--- src/rtl/msd_pkg.sv ---
package msd_pkg;

  // Strobes from control into the datapath
  typedef struct packed {
    logic capSlot0;  // latch slot-0 sign and magnitude
    logic capSlot1;  // slot-1 wrap: integral update, candidates latched
    logic updAvg;    // leaky average update
    logic emitBit;   // register decided bit and pulse valid
  } msdStrobes_t;

  // Correlation weight by sample age (0 = newest)
  function automatic int tapWeight(input int age);
    int w;
    case (age)
      0:  w = -1024;
      1:  w = -4095;
      2:  w = -4095;
      3:  w = 0;
      4:  w = -1024;
      5:  w = -128;
      6:  w = 0;
      7:  w = 128;
      8:  w = 1024;
      9:  w = 0;
      10: w = 4095;
      11: w = 4095;
      12: w = 1024;
      default: w = 0;
    endcase
    return w;
  endfunction

endpackage

--- src/rtl/msd_correlator.sv ---
module msd_correlator #(
  parameter int SAMPLE_W = 16,
  parameter int COEF_W   = 13,
  parameter int TAPS     = 13,
  parameter int SHIFT    = 12,
  parameter int ACC_W    = SAMPLE_W + COEF_W + $clog2(TAPS),
  parameter int CORR_W   = ACC_W - SHIFT
) (
  input  logic signed [SAMPLE_W-1:0] tapsIn [TAPS],
  output logic signed [CORR_W-1:0]   corrOut
);
  import msd_pkg::*;

  logic signed [ACC_W-1:0] prod [TAPS];
  logic signed [ACC_W-1:0] acc;

  for (genvar g = 0; g < TAPS; g++) begin : gTap
    localparam logic signed [COEF_W-1:0] COEF = COEF_W'(tapWeight(g));
    logic signed [ACC_W-1:0] xExt;
    logic signed [ACC_W-1:0] cExt;
    assign xExt    = ACC_W'(tapsIn[g]);
    assign cExt    = ACC_W'(COEF);
    assign prod[g] = xExt * cExt;
  end

  always_comb begin
    acc = '0;
    for (int i = 0; i < TAPS; i++) acc = acc + prod[i];
  end

  // Arithmetic shift: floor division by 2**SHIFT
  assign corrOut = CORR_W'(acc >>> SHIFT);

endmodule

--- src/rtl/msd_ctrl.sv ---
module msd_ctrl (
  input  logic                 clk,
  input  logic                 rstN,
  input  logic                 wrapIn,
  output msd_pkg::msdStrobes_t strobes
);
  logic slot;
  logic updAvgQ;
  logic emitQ;
  logic capOne;

  assign capOne = wrapIn & slot;

  always_ff @(posedge clk) begin
    if (!rstN) begin
      slot    <= 1'b0;
      updAvgQ <= 1'b0;
      emitQ   <= 1'b0;
    end else begin
      if (wrapIn) slot <= ~slot;
      updAvgQ <= capOne;
      emitQ   <= updAvgQ;
    end
  end

  always_comb begin
    strobes.capSlot0 = wrapIn & ~slot;
    strobes.capSlot1 = capOne;
    strobes.updAvg   = updAvgQ;
    strobes.emitBit  = emitQ;
  end

  assert_slot_toggle_R4: assert property (@(posedge clk) disable iff (!rstN)
    wrapIn |=> (slot != $past(slot)));

  assert_slot_hold_R4: assert property (@(posedge clk) disable iff (!rstN)
    !wrapIn |=> $stable(slot));

  assert_emit_source_R5: assert property (@(posedge clk) disable iff (!rstN)
    emitQ |-> ($past(wrapIn, 2) && $past(slot, 2)));

endmodule

--- src/rtl/msd_datapath.sv ---
module msd_datapath #(
  parameter int SAMPLE_W  = 16,
  parameter int COEF_W    = 13,
  parameter int TAPS      = 13,
  parameter int SHIFT     = 12,
  parameter int CLAMP     = 4096,
  parameter int AVG_SHIFT = 5
) (
  input  logic                        clk,
  input  logic                        rstN,
  input  logic                        sampleValid,
  input  logic signed [SAMPLE_W-1:0]  sampleIn,
  input  msd_pkg::msdStrobes_t        strobes,
  output logic                        dataBit,
  output logic                        bitValid
);
  localparam int ACC_W  = SAMPLE_W + COEF_W + $clog2(TAPS);
  localparam int CORR_W = ACC_W - SHIFT;
  localparam int INT_W  = $clog2(CLAMP) + 2;
  localparam int SUM_W  = ((CORR_W > INT_W) ? CORR_W : INT_W) + 2;
  localparam int AVG_W  = INT_W + 2;

  logic signed [SAMPLE_W-1:0] taps [TAPS];
  logic signed [CORR_W-1:0]   corr;
  logic        [CORR_W-1:0]   corrMag;
  logic                       corrPos;

  logic        [CORR_W-1:0]   mag0;
  logic                       sign0;
  logic                       pendSign0;
  logic                       pendSign1;
  logic signed [INT_W-1:0]    integ;
  logic signed [INT_W-1:0]    integNext;
  logic signed [SUM_W-1:0]    rawSum;
  logic signed [AVG_W-1:0]    avg;
  logic signed [AVG_W-1:0]    avgNext;

  // Delay line, index 0 newest
  always_ff @(posedge clk) begin
    if (!rstN) begin
      for (int i = 0; i < TAPS; i++) taps[i] <= '0;
    end else if (sampleValid) begin
      taps[0] <= sampleIn;
      for (int i = 1; i < TAPS; i++) taps[i] <= taps[i-1];
    end
  end

  msd_correlator #(
    .SAMPLE_W (SAMPLE_W),
    .COEF_W   (COEF_W),
    .TAPS     (TAPS),
    .SHIFT    (SHIFT),
    .ACC_W    (ACC_W),
    .CORR_W   (CORR_W)
  ) uCorr (
    .tapsIn  (taps),
    .corrOut (corr)
  );

  assign corrPos = (corr > 0);
  assign corrMag = corr[CORR_W-1] ? CORR_W'(-corr) : CORR_W'(corr);

  // Slot-difference integral with clamp
  always_comb begin
    rawSum = SUM_W'(integ)
           + SUM_W'(signed'({1'b0, corrMag}))
           - SUM_W'(signed'({1'b0, mag0}));
    if (rawSum > SUM_W'(CLAMP))
      integNext = INT_W'(CLAMP);
    else if (rawSum < -SUM_W'(CLAMP))
      integNext = -INT_W'(CLAMP);
    else
      integNext = INT_W'(rawSum);
  end

  // Leaky average
  assign avgNext = avg - (avg >>> AVG_SHIFT) + (AVG_W'(integ) >>> AVG_SHIFT);

  always_ff @(posedge clk) begin
    if (!rstN) begin
      mag0      <= '0;
      sign0     <= 1'b0;
      pendSign0 <= 1'b0;
      pendSign1 <= 1'b0;
      integ     <= '0;
      avg       <= '0;
      dataBit   <= 1'b0;
      bitValid  <= 1'b0;
    end else begin
      if (strobes.capSlot0) begin
        mag0  <= corrMag;
        sign0 <= corrPos;
      end
      if (strobes.capSlot1) begin
        integ     <= integNext;
        pendSign0 <= sign0;
        pendSign1 <= corrPos;
      end
      if (strobes.updAvg) avg <= avgNext;
      if (strobes.emitBit) dataBit <= avg[AVG_W-1] ? pendSign0 : pendSign1;
      bitValid <= strobes.emitBit;
    end
  end

  assert_integ_bounded_R6: assert property (@(posedge clk) disable iff (!rstN)
    (integ <= INT_W'(CLAMP)) && (integ >= -INT_W'(CLAMP)));

  assert_avg_hold_R7: assert property (@(posedge clk) disable iff (!rstN)
    !strobes.updAvg |=> $stable(avg));

  assert_single_pulse_R5: assert property (@(posedge clk) disable iff (!rstN)
    bitValid |=> !bitValid);

  assert_bit_hold_R10: assert property (@(posedge clk) disable iff (!rstN)
    !bitValid |-> $stable(dataBit));

endmodule

--- src/rtl/manchester_slot_decider.sv ---
module manchester_slot_decider #(
  parameter int SAMPLE_W  = 16,
  parameter int COEF_W    = 13,
  parameter int TAPS      = 13,
  parameter int SHIFT     = 12,
  parameter int CLAMP     = 4096,
  parameter int AVG_SHIFT = 5
) (
  input  logic                       clk,
  input  logic                       rstN,
  input  logic                       sampleValid,
  input  logic signed [SAMPLE_W-1:0] sampleIn,
  input  logic                       wrapStrobe,
  output logic                       dataBit,
  output logic                       bitValid
);
  msd_pkg::msdStrobes_t strobes;

  msd_ctrl uCtrl (
    .clk     (clk),
    .rstN    (rstN),
    .wrapIn  (wrapStrobe),
    .strobes (strobes)
  );

  msd_datapath #(
    .SAMPLE_W  (SAMPLE_W),
    .COEF_W    (COEF_W),
    .TAPS      (TAPS),
    .SHIFT     (SHIFT),
    .CLAMP     (CLAMP),
    .AVG_SHIFT (AVG_SHIFT)
  ) uData (
    .clk         (clk),
    .rstN        (rstN),
    .sampleValid (sampleValid),
    .sampleIn    (sampleIn),
    .strobes     (strobes),
    .dataBit     (dataBit),
    .bitValid    (bitValid)
  );

endmodule

--- config.mk ---
export PLATFORM = sky130hd
export DESIGN_NAME = manchester_slot_decider
export DESIGN_NICKNAME = d
export VERILOG_FILES = /design/src/rtl/msd_pkg.sv /design/src/rtl/msd_correlator.sv /design/src/rtl/msd_ctrl.sv /design/src/rtl/msd_datapath.sv /design/src/rtl/manchester_slot_decider.sv
export SDC_FILE = /design/constraint.sdc
export NUM_CORES = 2
export LEC_CHECK = 0
export BUFFER_PORTS_ARGS = -buffer_cell sky130_fd_sc_hd__buf_4
export CAP_MARGIN = 10
export CORE_MARGIN = 2
export CORE_UTILIZATION = 45
export CTS_CLUSTER_SIZE = 30
export DETAILED_ROUTE_END_ITERATION = 12
export PLACE_DENSITY = 0.72
export SETUP_SLACK_MARGIN = 0.4
export SLEW_MARGIN = 30
export SYNTH_ARGS = -nofsm -noshare
export SYNTH_HDL_FRONTEND = slang
export SYNTH_SLANG_ARGS = --single-unit
export TNS_END_PERCENT = 5
--- constraint.sdc ---
create_clock -name clk -period 20.9 [get_ports clk]
set_clock_uncertainty 0.05 [all_clocks]
set_input_delay 4.18 -clock clk [delete_from_list [all_inputs] [get_ports clk]]
set_output_delay 4.18 -clock clk [all_outputs]
set_load 0.05 [all_outputs]
## After elaboration in Yosys (flattened, before gate mapping)

Index checks and enable logic that the tools add are counted.
Widths: inputs -> output; s select.

| word-level totals | value |
|---|---|
| bits in registers | 267 |
| bits in latches | 0 |
| bits in writable memories | 0 |
| ROM bits | 0 |
| input port bits | 20 |
| output and inout bits | 2 |
| word-level logic and storage cells | 55 |
| memories | 0 |

| cells by class | value |
|---|---|
| add/subtract/negate cells | 17 |
| multiply operators | 4 |
| div/mod/pow operators | 0 |
| order comparisons | 3 |
| eq/ne operators | 0 |
| shifts and indexed selects | 0 |
| muxes and demuxes | 4 |
| bitwise operators | 3 |
| reductions and logical operators | 0 |

Operators with widths:

| kind | count |
|---|---|
| $add 33x29->33 | 4 |
| $mul 16x13->29 const B | 4 |
| $add 33x26->33 | 2 |
| $add 33x33->33 | 2 |
| $neg 16->23 | 2 |
| $add 33x23->33 | 1 |
| $mux 14 | 2 |
| $neg 16->26 | 1 |
| $add 14x22->23 | 1 |
| $gt 23x14->1 const B | 1 |
| $lt 23x13->1 const B | 1 |
| $sub 23x22->23 | 1 |
| $gt 21x1->1 const B | 1 |
| $mux 21 | 1 |
| $neg 21->21 | 1 |
| $add 16x9->16 | 1 |
| $sub 16x11->16 | 1 |
| $and 1x1->1 | 2 |
| $mux 1 | 1 |
| $not 1->1 | 1 |

## Logic depth before layout (Yosys ltp)

| logic depth | value |
|---|---|
| depth after elaboration | 17 |
| depth in mapped cells | 52 |
| gate-level depth less buffers | 49 |

## Hierarchy

Synthesis repeated with hierarchy kept, for this count alone.

| unflattened totals | value |
|---|---|
| cells, all modules | 3,094 |
| area total of the unflattened synthesis | 31,516.5 µm² |

By module, submodules not included:

| module | instances | cells each | area each (µm²) | seq. area each (µm²) |
|---|---|---|---|---|
| msd_correlator | 1 | 1,716 | 17,867.1 | 0.0 |
| msd_datapath | 1 | 1,366 | 13,525.5 | 5,285.1 |
| msd_ctrl | 1 | 12 | 123.9 | 60.1 |

## Least setup slack after synthesis

Ideal clock, no wire load.

| timing | value |
|---|---|
| path kind | register -> register |
| start | register uData.taps[31] in the netlist's numbering |
| end | register uData.integ[10] |
| library setup time | 61 ps |
| arrival | 13,542 ps |
| data required time | 20,789 ps |
| setup slack | 7,247 ps |
| cell stages (with the launch flop) | 41 |
| buffers on the path | 2 |
| period minus slack after synthesis | 13,653 ps |
| cells stage by stage | dfxtp_1 -> clkbuf_1 -> inv_1 -> fa_1 -> inv_1 -> fa_1 -> fa_1 -> inv_1 -> fa_1 -> inv_1 -> fa_1 -> fa_1 -> inv_1 -> fa_1 -> inv_1 -> fa_1 -> inv_1 -> fa_1 -> [5 not listed] -> o41a_1 -> a211oi_4 -> xor2_2 -> mux2_2 -> fa_1 -> fa_1 -> a21o_1 -> a21oi_2 -> xnor2_1 -> or4_1 -> or3_1 -> or4_1 -> or4_1 -> a21oi_1 -> nand4b_1 -> o31ai_1 -> buf_2 -> a32o_1 |

| on the way | value |
|---|---|
| elaborated cells on any way between the ends | 11 |
| those cells by class | add/sub: 5; mul: 1; order compare: 2; mux: 3 |

RTL lines:

| item | line | source |
|---|---|---|
| start, declared | msd_datapath.sv:23 | `logic signed [SAMPLE_W-1:0] taps [TAPS];` |
| $mul 16x13->29 * | msd_correlator.sv:23 | `assign prod[g] = xExt * cExt;` |
| $add 33x29->33 * | msd_correlator.sv:28 | `for (int i = 0; i < TAPS; i++) acc = acc + prod[i];` |
| $add 33x26->33 * | msd_correlator.sv:28 |  |
| $mux 21 * | msd_datapath.sv:61 | `assign corrMag = corr[CORR_W-1] ? CORR_W'(-corr) : CORR_W'(corr);` |
| via uData.corrMag[1] | msd_datapath.sv:25 | `logic [CORR_W-1:0] corrMag;` |
| $add 14x22->23 * | msd_datapath.sv:66 | `+ SUM_W'(signed'({1'b0, corrMag}))` |
| $sub 23x22->23 * | msd_datapath.sv:67 | `- SUM_W'(signed'({1'b0, mag0}));` |
| $lt 23x13->1 | msd_datapath.sv:70 | `else if (rawSum < -SUM_W'(CLAMP))` |
| $mux 14 | msd_datapath.sv:70 |  |
| $mux 14 * | msd_datapath.sv:68 | `if (rawSum > SUM_W'(CLAMP))` |
| end signal, assigned | msd_datapath.sv:95 | `integ <= integNext;` |
| end, declared | msd_datapath.sv:32 | `logic signed [INT_W-1:0] integ;` |

Mark *: on every way through the listed nets, which the timed path passes. The rest lies on a longest branch.
A chain may end at the register's enable or synchronous reset.

## Final worst setup path

| timing | value |
|---|---|
| start | register uData.taps[130] in the netlist's numbering |
| end | register uData.integ[2] |

| on the way | value |
|---|---|
| longest elaborated chain between the ends | 15 |
| elaborated cells on any way between the ends | 16 |
| those cells by class | add/sub: 11; order compare: 2; mux: 3 |

Ends and longest elaborated chain:

| item | line |
|---|---|
| $neg 16->23 (not written as such) * | msd_correlator.sv:23 |
| $add 33x33->33 * (2 in a row) | msd_correlator.sv:28 |
| $add 33x23->33 * | msd_correlator.sv:28 |
| $add 33x26->33 * | msd_correlator.sv:28 |
| $add 33x29->33 * (2 in a row) | msd_correlator.sv:28 |
| $add 33x26->33 * | msd_correlator.sv:28 |
| $neg 21->21 | msd_datapath.sv:61 |
| $mux 21 * | msd_datapath.sv:61 |
| via uData.corrMag[1] | msd_datapath.sv:25 |
| $add 14x22->23 * | msd_datapath.sv:66 |
| $sub 23x22->23 * | msd_datapath.sv:67 |
| $lt 23x13->1 | msd_datapath.sv:70 |
| $mux 14 | msd_datapath.sv:70 |
| $mux 14 * | msd_datapath.sv:68 |

Marked as above.

==> results_dict.tcl <==
set metrics [dict create \
    status "completed" \
    die_w_um 268 \
    post_drt_wl_per_cell_um 17.2 \
    cts.path.max_buffers 3 \
    syn_nets 4051 \
    synth-main-ff-cell "dfxtp_1" \
    clock_latency_ps 600 \
    ctsHtreeMaxLevel 1 \
    finalWorstSetupSlack_ps 7130 \
    root_buffer "clkbuf_16" \
    grt_usage_pct 20.8 \
    rsz0062_at_grt "false" \
    final_layout_size_suffix_gt1_share_pct 3.53 \
    cts_setup_buffers 0 \
    die_y_um 268 \
    seqCellArea_um2 5350 \
    design.core.area_um2 68800 \
    grt_remaining_overflow 0 \
    yosysUniqueCellTypes 65 \
    nFillCells 6257 \
    final_common_cell "inv_1" \
    worst_path_largest_cell_delay_ps 520 \
    tightest_slew_ps 931 \
    rows 96 \
    crit_fanout 13 \
    netlist_area_um2 31400 \
    slew_violations 0 \
    place_congestion 0.920 \
    crit_type "flip-flop to flip-flop" \
    io_buffers 21 \
    hpwl_um 59200 \
    drc_errors 0 \
    fin_area_um2 33500 \
    syn_to_final_growth_pct 6.89 \
    min_period_ps 13770 \
    period_share_pct 65.9 \
    first_global_vias 21809 \
    critical_path.most_common_cell "fa_1" \
    grt_max_degree 92 \
    drv_cap 0 \
    drtPass1Iterations 6 \
    crit_required_ps 21380 \
    reg2reg_depth 46 \
    ys_seq_area_share_pct 17.0 \
    final_hold_viol_count 0 \
    hp-class "flip-flop to flip-flop" \
    antenna_found_initial 2 \
    yosys_warnings 0 \
    via_per_inst 4.92 \
    grt_pass1_wl_um 116000 \
    dpl_cell_area_um2 32500 \
    cts_tree "yes" \
    synth_edf_count 0 \
    crit_path_end_kind "flip-flop" \
    start_util_pct 45.6 \
    tns_ps 0 \
    relSlewSlack_pct 37.9 \
    cts_buffers 29 \
    slowest_stage "fa_1" \
    antennaDiodeCount 0 \
    wirelength_um 70600 \
    max_freq_mhz 72.6 \
    synth_seq_cells 267 \
    drt_iter0_markers 1076 \
    critPathLaunchType "flip-flop" \
    cts_resized 0 \
    syn_avg_cell_area_um2 9.93 \
    final_antenna_net_count 0 \
    async_flop_share_pct 0 \
    cts_num_sinks 267 \
    worst_ep_arrival_time_ps 14240 \
    setup_viol_count_final 0 \
    holdBufCountCts 0 \
    dieArea_um2 71900 \
    dr_total_vias 20177 \
    num-nets-final 4042 \
    holdPathStages 1 \
    place_ws_ps 7100 \
    final_cell_mix "inv_1 (835), fa_1 (572), ha_1 (297)" \
    num_io_pins 22 \
    syn_inst 3162 \
    clk_pin_slew_ps 60 \
    multiInputGateArea_um2 22600 \
    final_util_pct 48.7 \
]
## layout make-up
type	count	share of cell area [%]
sequential	267	15.9
clock buffer	44	2.63
tap	931	3.47
multi-input combinational	1985	67.4
inverter	836	9.38
clock inverter	6	0.302
timing repair buffer	34	0.832
## cell usage after synthesis (all sizes together) (21+ instances only)
cell type | instances | area share [%]
inv | 836 | 10
fa | 572 | 36
ha | 297 | 12
nor2 | 292 | 3.5
dfxtp | 267 | 17
mux2i | 224 | 7.1
xnor2 | 103 | 2.9
a21oi | 68 | 1.1
nand2 | 68 | 0.81
o21ai | 47 | 0.77
xor2 | 46 | 1.3
clkbuf | 45 | 0.54
buf | 29 | 0.37
nor3 | 27 | 0.43
a21o | 26 | 0.63
nand3 | 21 | 0.33
## state kept, by name, indices dropped and copies added (netlist names)
| name | count |
|---|---|
| uData.taps | 208 |
| uData.mag0 | 21 |
| uData.avg | 16 |
| uData.integ | 14 |
| uCtrl.emitQ | 1 |
| uCtrl.slot | 1 |
| uCtrl.updAvgQ | 1 |
| uData.bitValid | 1 |
| uData.dataBit | 1 |
| uData.pendSign0 | 1 |
| uData.pendSign1 | 1 |
| uData.sign0 | 1 |
## logic make-up (layout without fill, tap and decap cells)
group / count (synthesis) / in the layout / share of synthesized area [%]
AOI/OAI and AO/OA: 234 / 234 / 5.14
xor gates and xnor gates: 149 / 149 / 4.18
DFF: 267 / 267 / 17.0
and+or+nand+nor: 507 / 507 / 7.20
adders and majority gates: 869 / 869 / 48.3
buffers and inverters: 910 / 920 / 10.9
muxes: 226 / 226 / 7.22
## worst max-delay path: cells and delay by family (launching register included)
| family | cells | cell delay [ps] |
|---|---|---|
| compound gates | 11 | 2100 |
| xor+xnor | 3 | 680 |
| fa+ha+maj | 12 | 5780 |
| buf+inv | 7 | 550 |
| flops | 1 | 350 |
| mux | 1 | 400 |
| simple gates | 12 | 3760 |
## metal layers
metal | wire length (µm) | vias to the layer above | global-route usage [%]
met5 | 26 | - | 0
met4 | 2100 | 4 | 5.68
met3 | 4280 | 117 | 3.75
met2 | 32400 | 441 | 34.4
met1 | 31800 | 9968 | 28.2
li1 | - | 9647 | -
## final timing paths
check / from / endpoint / slack, ps
worst min-delay path: uCtrl.emitQ / uData.dataBit / 400
worst min register to register: uCtrl.emitQ / uData.dataBit / 400
worst max-delay path: uData.taps[130] / uData.integ[2] / 7130
worst max register to register: uData.taps[130] / uData.integ[2] / 7130
## per-stage QoR
step | hold slack, ps | cells
final | 400 | 4103
after global routing | 424 | 4103
after CTS | 406 | 4102
after detailed placement | 397 | 4052
after global placement | 390 | 4052
after floorplan | 378 | 3162
Power is left out: the tool's default activity adds up to more than one toggle a clock period on the data nets, which glitch-free logic cannot reach.
